===== config.mk =====
export PLATFORM = sky130hd
export DESIGN_NAME = pp_dma_engine
export DESIGN_NICKNAME = d
export VERILOG_FILES = /design/src/rtl/pp_dma_pkg.sv /design/src/rtl/pp_desc_bank.sv /design/src/rtl/pp_addr_gen.sv /design/src/rtl/pp_sequencer.sv /design/src/rtl/pp_dma_engine.sv
export SDC_FILE = /design/constraint.sdc
export NUM_CORES = 1
export LEC_CHECK = 0
export BUFFER_PORTS_ARGS = -buffer_cell sky130_fd_sc_hd__buf_2
export CAP_MARGIN = 20
export CELL_PAD_IN_SITES_DETAIL_PLACEMENT = 1
export CELL_PAD_IN_SITES_GLOBAL_PLACEMENT = 2
export CORE_UTILIZATION = 38
export DETAILED_ROUTE_END_ITERATION = 10
export PLACE_DENSITY = 0.86
export SLEW_MARGIN = 10
export SYNTH_ARGS = -nofsm -noshare
export SYNTH_HDL_FRONTEND = slang
export SYNTH_HIERARCHICAL = 1
export SYNTH_SLANG_ARGS = --single-unit

===== constraint.sdc =====
create_clock -name clk -period 4.81 [get_ports clk]
set_input_delay 0.2405 -clock clk [delete_from_list [all_inputs] [get_ports clk]]
set_output_delay 0.2405 -clock clk [all_outputs]
set_load 0.01 [all_outputs]

===== src/rtl/pp_dma_pkg.sv =====
package pp_dma_pkg;
  localparam int CNT_W = 10;

  typedef enum logic [1:0] {
    CYC_STOP  = 2'd0,
    CYC_BASIC = 2'd1,
    CYC_AUTO  = 2'd2,
    CYC_PING  = 2'd3
  } cyc_e;

  // control word, bit 0 upward: cycle, size, src inc, dst inc, count-1
  typedef struct packed {
    logic [CNT_W-1:0] n_m1;
    logic [1:0]       dst_inc;
    logic [1:0]       src_inc;
    logic [1:0]       size;
    cyc_e             cyc;
  } ctrl_t;

  localparam int CTRL_W = $bits(ctrl_t);

  localparam logic [2:0] REG_SRC = 3'd0;
  localparam logic [2:0] REG_DST = 3'd1;
  localparam logic [2:0] REG_CTL = 3'd2;
  localparam logic [2:0] REG_CMD = 3'd6;

  localparam int CMD_EN_SET  = 0;
  localparam int CMD_EN_CLR  = 1;
  localparam int CMD_ALT_SET = 2;
  localparam int CMD_ALT_CLR = 3;
  localparam int CMD_SWREQ   = 4;
  localparam int CMD_W       = 5;
endpackage


===== src/rtl/pp_desc_bank.sv =====
module pp_desc_bank
  import pp_dma_pkg::*;
#(
  parameter int AW = 32
) (
  input  logic                  clk,
  input  logic                  rst_n,
  input  logic                  cfg_we,
  input  logic [2:0]            cfg_addr,
  input  logic [31:0]           cfg_wdata,
  input  logic                  retire,
  input  logic                  retire_alt,
  output logic [1:0][AW-1:0]    src_end,
  output logic [1:0][AW-1:0]    dst_end,
  output ctrl_t [1:0]           ctrl
);
  for (genvar d = 0; d < 2; d++) begin : g_desc
    localparam logic [2:0] A_SRC = 3'(3 * d) + REG_SRC;
    localparam logic [2:0] A_DST = 3'(3 * d) + REG_DST;
    localparam logic [2:0] A_CTL = 3'(3 * d) + REG_CTL;

    logic [AW-1:0] src_q, src_d, dst_q, dst_d;
    ctrl_t         ctl_q, ctl_d;

    always_comb begin
      src_d = src_q;
      dst_d = dst_q;
      ctl_d = ctl_q;
      if (retire && (retire_alt == 1'(d))) ctl_d.cyc = CYC_STOP;
      if (cfg_we && cfg_addr == A_SRC) src_d = cfg_wdata[AW-1:0];
      if (cfg_we && cfg_addr == A_DST) dst_d = cfg_wdata[AW-1:0];
      if (cfg_we && cfg_addr == A_CTL) ctl_d = ctrl_t'(cfg_wdata[CTRL_W-1:0]);
    end

    always_ff @(posedge clk or negedge rst_n) begin
      if (!rst_n) begin
        src_q <= '0;
        dst_q <= '0;
        ctl_q <= '0;
      end else begin
        src_q <= src_d;
        dst_q <= dst_d;
        ctl_q <= ctl_d;
      end
    end

    assign src_end[d] = src_q;
    assign dst_end[d] = dst_q;
    assign ctrl[d]    = ctl_q;


    writeback_invalid_chk: assert property (@(posedge clk) disable iff (!rst_n)
      ($past(retire) && ($past(retire_alt) == 1'(d)) &&
       !($past(cfg_we) && ($past(cfg_addr) == A_CTL))) |-> (ctl_q.cyc == CYC_STOP));
  end
endmodule


===== src/rtl/pp_addr_gen.sv =====
module pp_addr_gen
  import pp_dma_pkg::*;
#(
  parameter int AW = 32
) (
  input  logic [AW-1:0]    end_addr,
  input  logic [1:0]       inc,
  input  logic [CNT_W-1:0] rem,
  output logic [AW-1:0]    addr
);
  localparam logic [1:0] INC_NONE = 2'd3;

  always_comb begin
    if (inc == INC_NONE) addr = end_addr;
    else                 addr = end_addr - (AW'(rem) << inc);
  end
endmodule


===== src/rtl/pp_sequencer.sv =====
module pp_sequencer
  import pp_dma_pkg::*;
(
  input  logic             clk,
  input  logic             rst_n,
  input  logic             cmd_we,
  input  logic [CMD_W-1:0] cmd,
  input  logic             req_i,
  input  cyc_e             cur_cyc,
  input  logic [CNT_W-1:0] cur_n,
  output logic             sel,
  output logic [CNT_W-1:0] rem,
  output logic             xfer,
  output logic             retire,
  output logic             chan_en,
  output logic             done,
  output logic             done_alt
);
  logic             en_q, en_d, sel_q, sel_d, ld_q, ld_d, go_q, go_d;
  logic             done_q, done_d, dalt_q, dalt_d;
  logic [CNT_W-1:0] rem_q, rem_d;
  logic             step;

  assign step   = (cur_cyc == CYC_AUTO) ? go_q : req_i;
  assign xfer   = en_q && ld_q && step;
  assign retire = xfer && (rem_q == '0);

  always_comb begin
    en_d   = en_q;
    sel_d  = sel_q;
    ld_d   = ld_q;
    go_d   = go_q;
    rem_d  = rem_q;
    done_d = 1'b0;
    dalt_d = dalt_q;
    if (en_q) begin
      if (!ld_q) begin
        if (cur_cyc == CYC_STOP) begin
          en_d = 1'b0;
        end else begin
          rem_d = cur_n;
          ld_d  = 1'b1;
        end
      end else if (retire) begin
        done_d = 1'b1;
        dalt_d = sel_q;
        ld_d   = 1'b0;
        go_d   = 1'b0;
        if (cur_cyc == CYC_PING) sel_d = ~sel_q;
        else                     en_d  = 1'b0;
      end else if (xfer) begin
        rem_d = rem_q - 1'b1;
      end
    end
    if (cmd_we) begin
      if (cmd[CMD_SWREQ])   go_d  = 1'b1;
      if (cmd[CMD_ALT_SET]) sel_d = 1'b1;
      if (cmd[CMD_ALT_CLR]) sel_d = 1'b0;
      if (cmd[CMD_EN_SET])  en_d  = 1'b1;
      if (cmd[CMD_EN_CLR]) begin
        en_d = 1'b0;
        ld_d = 1'b0;
        go_d = 1'b0;
      end
    end
  end

  always_ff @(posedge clk or negedge rst_n) begin
    if (!rst_n) begin
      en_q   <= 1'b0;
      sel_q  <= 1'b0;
      ld_q   <= 1'b0;
      go_q   <= 1'b0;
      rem_q  <= '0;
      done_q <= 1'b0;
      dalt_q <= 1'b0;
    end else begin
      en_q   <= en_d;
      sel_q  <= sel_d;
      ld_q   <= ld_d;
      go_q   <= go_d;
      rem_q  <= rem_d;
      done_q <= done_d;
      dalt_q <= dalt_d;
    end
  end

  assign sel      = sel_q;
  assign rem      = rem_q;
  assign chan_en  = en_q;
  assign done     = done_q;
  assign done_alt = dalt_q;


  done_single_chk: assert property (@(posedge clk) disable iff (!rst_n)
    done_q |=> !done_q);


  ping_swap_chk: assert property (@(posedge clk) disable iff (!rst_n)
    ($past(retire) && ($past(cur_cyc) == CYC_PING) && !$past(cmd_we)) |-> (sel_q != $past(sel_q)));


  basic_stop_chk: assert property (@(posedge clk) disable iff (!rst_n)
    ($past(retire) && ($past(cur_cyc) == CYC_BASIC) && !$past(cmd_we)) |-> !en_q);
endmodule


===== src/rtl/pp_dma_engine.sv =====
module pp_dma_engine
  import pp_dma_pkg::*;
#(
  parameter int AW = 32
) (
  input  logic          clk,
  input  logic          rst_n,
  input  logic          cfg_we,
  input  logic [2:0]    cfg_addr,
  input  logic [31:0]   cfg_wdata,
  input  logic          req_i,
  output logic          rd_en,
  output logic [AW-1:0] rd_addr,
  input  logic [31:0]   rd_data,
  output logic          wr_en,
  output logic [AW-1:0] wr_addr,
  output logic [31:0]   wr_data,
  output logic [1:0]    wr_size,
  output logic          chan_en,
  output logic          done,
  output logic          done_alt
);
  logic [1:0][AW-1:0] src_end, dst_end;
  ctrl_t [1:0]        ctrl;
  ctrl_t              cur;
  logic               sel, xfer, retire;
  logic [CNT_W-1:0]   rem;
  logic [1:0][AW-1:0] gen_end;
  logic [1:0][1:0]    gen_inc;
  logic [1:0][AW-1:0] gen_addr;

  pp_desc_bank #(.AW(AW)) u_bank (
    .clk        (clk),
    .rst_n      (rst_n),
    .cfg_we     (cfg_we),
    .cfg_addr   (cfg_addr),
    .cfg_wdata  (cfg_wdata),
    .retire     (retire),
    .retire_alt (sel),
    .src_end    (src_end),
    .dst_end    (dst_end),
    .ctrl       (ctrl)
  );

  assign cur = ctrl[sel];

  pp_sequencer u_seq (
    .clk      (clk),
    .rst_n    (rst_n),
    .cmd_we   (cfg_we && (cfg_addr == REG_CMD)),
    .cmd      (cfg_wdata[CMD_W-1:0]),
    .req_i    (req_i),
    .cur_cyc  (cur.cyc),
    .cur_n    (cur.n_m1),
    .sel      (sel),
    .rem      (rem),
    .xfer     (xfer),
    .retire   (retire),
    .chan_en  (chan_en),
    .done     (done),
    .done_alt (done_alt)
  );

  assign gen_end[0] = src_end[sel];
  assign gen_end[1] = dst_end[sel];
  assign gen_inc[0] = cur.src_inc;
  assign gen_inc[1] = cur.dst_inc;

  for (genvar g = 0; g < 2; g++) begin : g_addr
    pp_addr_gen #(.AW(AW)) u_agen (
      .end_addr (gen_end[g]),
      .inc      (gen_inc[g]),
      .rem      (rem),
      .addr     (gen_addr[g])
    );
  end

  assign rd_en   = xfer;
  assign wr_en   = xfer;
  assign rd_addr = gen_addr[0];
  assign wr_addr = gen_addr[1];
  assign wr_data = rd_data;
  assign wr_size = cur.size;


  req_gate_chk: assert property (@(posedge clk) disable iff (!rst_n)
    (rd_en && (cur.cyc != CYC_AUTO)) |-> req_i);


  done_after_xfer_chk: assert property (@(posedge clk) disable iff (!rst_n)
    done |-> $past(rd_en));
endmodule


==> impl_metrics.toml <==
[outcome]
run_status = "completed"

[placement]
pre_cts_slack_ps = 837
placed_area_mm2 = 0.0124
port_buffers = 109
place_congestion = 0.812
dp_hpwl_mm = 24.2

[layout]
final_util_pct = 42.3
final_layout_size_suffix_gt1_share_pct = 36.1
antennaDiodeCount = 0
final_net_count = 1210
syn_to_final_growth_pct = 9.23
nFillCells = 3372
fin_area_mm2 = 0.0130

[cts]
clkLatencyLatePin_ps = 440
htree_levels = 4
cts_tree = "done"
cts_buffer_depth = 2
clock_sinks = 180
cts-root-buf = "clkbuf_16"
cts_resized = 0
path_clk_slew_ps = 70
cts_buffers = 17

[critical_path]
cp.arrival_ps = 4210
r2r_end = "u_seq/rem[8]"
cp.required_ps = 4570
cp_cell_sequence = "buf_4, mux2_4, ha_1, a21oi_1, nand2_1, o21ai_1, o21ai_1, a2111oi_2, xor2_1, buf_2"
crit_top_cell = "o21ai_1"
path_class = "reg2out"
path_depth = 10
timing.rr.start = "u_seq/sel"
r2r_cells = 7
critPathMaxStageDelay_ps = 700
path_max_fanout = 34
cp-start-kind = "flop"
end_kind = "output pin"
critical_path.top_delay_family = "compound AO/OA/AOI/OAI gates"
crit_buf_inv = 2
r2r_slack_ps = 1640
crit_slowest_cell = "dfrtp_4"

[route]
via_per_inst = 5.53
wl_per_cell_um = 21.9
vias = 8389
drc = 0
first_pass_iters = 5
ant_nets = 0
wl_mm = 33.2
drt_iter0_drc = 443

[worst_hold_path]
hold_start = "cfg_wdata[29]"
hold_end = "u_bank/g_desc[0].dst_q[29]"
hp-class = "in2reg"
holdPathStages = 2

[power]
p_total_uw = 6380
leakagePower_uw = 0.00566
power_density_mw_per_mm2 = 492
ir_worst_vdd_uv = 243

[synth]
synth_area_mm2 = 0.0119
synth.distinct_cells = 75
yosys.area.top_type_share_pct = 37.9
synth-edff-count = 0
synth_flop_cell = "dfrtp_1"
yosys-top-cells-count = "dfrtp_1 (180), mux2_2 (135), mux2_4 (81)"
ys_seq_area_share_pct = 37.9
synth_seq_cells = 180
syn_nets = 1156
yosys.area.top_type = "dfrtp_1"
async_reset_ff_share_pct = 100
yosys_warnings = 6
synth.area.top_cells = "dfrtp_1 (38%), mux2_2 (13%), mux2_4 (10%)"
avgSynthCellArea_um2 = 11.3
syn_inst = 1053
synth.most_common_cell = "dfrtp_1"

[global_route]
grt_pass1_wl_mm = 51.5
grtUsageMet2_pct = 35.0
busiest_layer = "met2"
grt_overflow = 0
grt_util_all_layers_pct = 21.3
grt_antenna_before_repair = 2
grt_max_degree = 92
grt_pass1_vias = 8916
gr-usage-met1_pct = 29.3
globalRouteMet3Util_pct = 2.74

[sta]
hold_violations = 0
tightestPinTransition_ps = 918
period_share_pct = 92.5
slew_violations = 0
rsz0062_at_grt = "false"
setup_slack_ps = 361
maxSlewHeadroom_pct = 38.8
min_period_ps = 4450
setup_tns_ps = 0
fmax_mhz = 225
finClkSkew_ps = 6.25
setup_viol = 0

[floorplan]
io-pin-count = 174
start_util_pct = 38.7
die_h_um = 179
die_w_um = 179
core_area_mm2 = 0.0307
dieArea_mm2 = 0.0320
core.rowCount = 64

[run]
max_cap_viol_count = 0
-- registers in the layout (all words and copies together) (netlist names) --
| register | flops |
|---|---|
| u_bank/g_desc.src_q | 64 |
| u_bank/g_desc.dst_q | 64 |
| u_seq/ld_q | 1 |
| u_seq/sel | 1 |
| u_bank/ctrl | 36 |
| u_seq/done_alt | 1 |
| u_seq/chan_en | 1 |
| u_seq/done | 1 |
| u_seq/rem | 10 |
| u_seq/go_q | 1 |
-- worst reg2reg max path, delay by kind of cell (launching register included) --
family,cells,cell delay (ps)
AOI/OAI and AO/OA,2,800
DFF,1,700
buffers and inverters,2,690
muxes,2,580
and+or+nand+nor,1,250
-- power breakdown --
part,total (uW),internal (uW),switching [uW],leakage [uW]
logic,2860,1270,1590,0.00321
clock network,1440,799,645,0.000288
registers,2080,1840,244,0.00216
-- placed cells by master, fill, tap and decap left out, drive strengths merged, types with 8 or more instances in the layout --
cell,n
nor4,26
mux2i,18
inv,36
nand2,65
ha,30
nand3,13
mux2,250
nor3,25
nand4,9
clkbuf,19
dfrtp,180
a21oi,54
xnor2,28
o21ai,37
nand2b,13
a21o,8
nor2,53
buf,121
o211ai,8
xor2,29
-- per-layer routing --
metal | part of all wire (%) | up-vias
met5 | 0 | -
met4 | 1.6 | 0
met3 | 3.8 | 25
met2 | 48 | 191
met1 | 46 | 4293
li1 | - | 3880
-- logic make-up after synthesis --
kind of cell | after synthesis | share of synthesized area, %
AND/OR/NAND/NOR | 247 | 11.8
buffers and inverters | 117 | 6.69
flip-flops | 180 | 37.9
XOR/XNOR | 57 | 4.20
adder cells (fa/ha/maj) | 32 | 3.50
AO/OA/AOI/OAI | 152 | 8.14
multiplexers | 268 | 27.8
-- worst max path at each step --
stage | start | end | slack (ps)
2_1_floorplan | u_seq/sel | wr_addr[30] | 1200
3_3_place_gp | u_seq/sel | rd_addr[28] | 920
3_5_place_dp | u_seq/sel | wr_addr[30] | 840
4_1_cts | u_seq/sel | rd_addr[28] | 330
5_1_grt | u_seq/sel | rd_addr[28] | 130
6_report | u_seq/sel | rd_addr[28] | 360
-- what timing repair did --
item / in CTS / in global routing
endpoints found under the hold margin: 89 / 0
setup buffers: 0 / 0
hold buffers: 1 / 0
-- through the flow --
stage / hold slack [ps] / std cells
floorplan: -55.1 / 1053
global placement: 367 / 1483
detailed placement: 392 / 1483
CTS: 48.6 / 1516
global route: 61.2 / 1516
finish: 67.2 / 1516
-- layout make-up --
cell class | count | area (um2) | area share (%)
well taps | 396 | 495 | 3.82
inverters | 30 | 113 | 0.868
clock inverters | 13 | 163 | 1.25
flip-flops and latches | 180 | 4510 | 34.7
repair buffers | 122 | 652 | 5.02
clock buffers | 19 | 443 | 3.41
multi-input cells | 756 | 6600 | 50.9
Power figures use the tool's default switching activity.
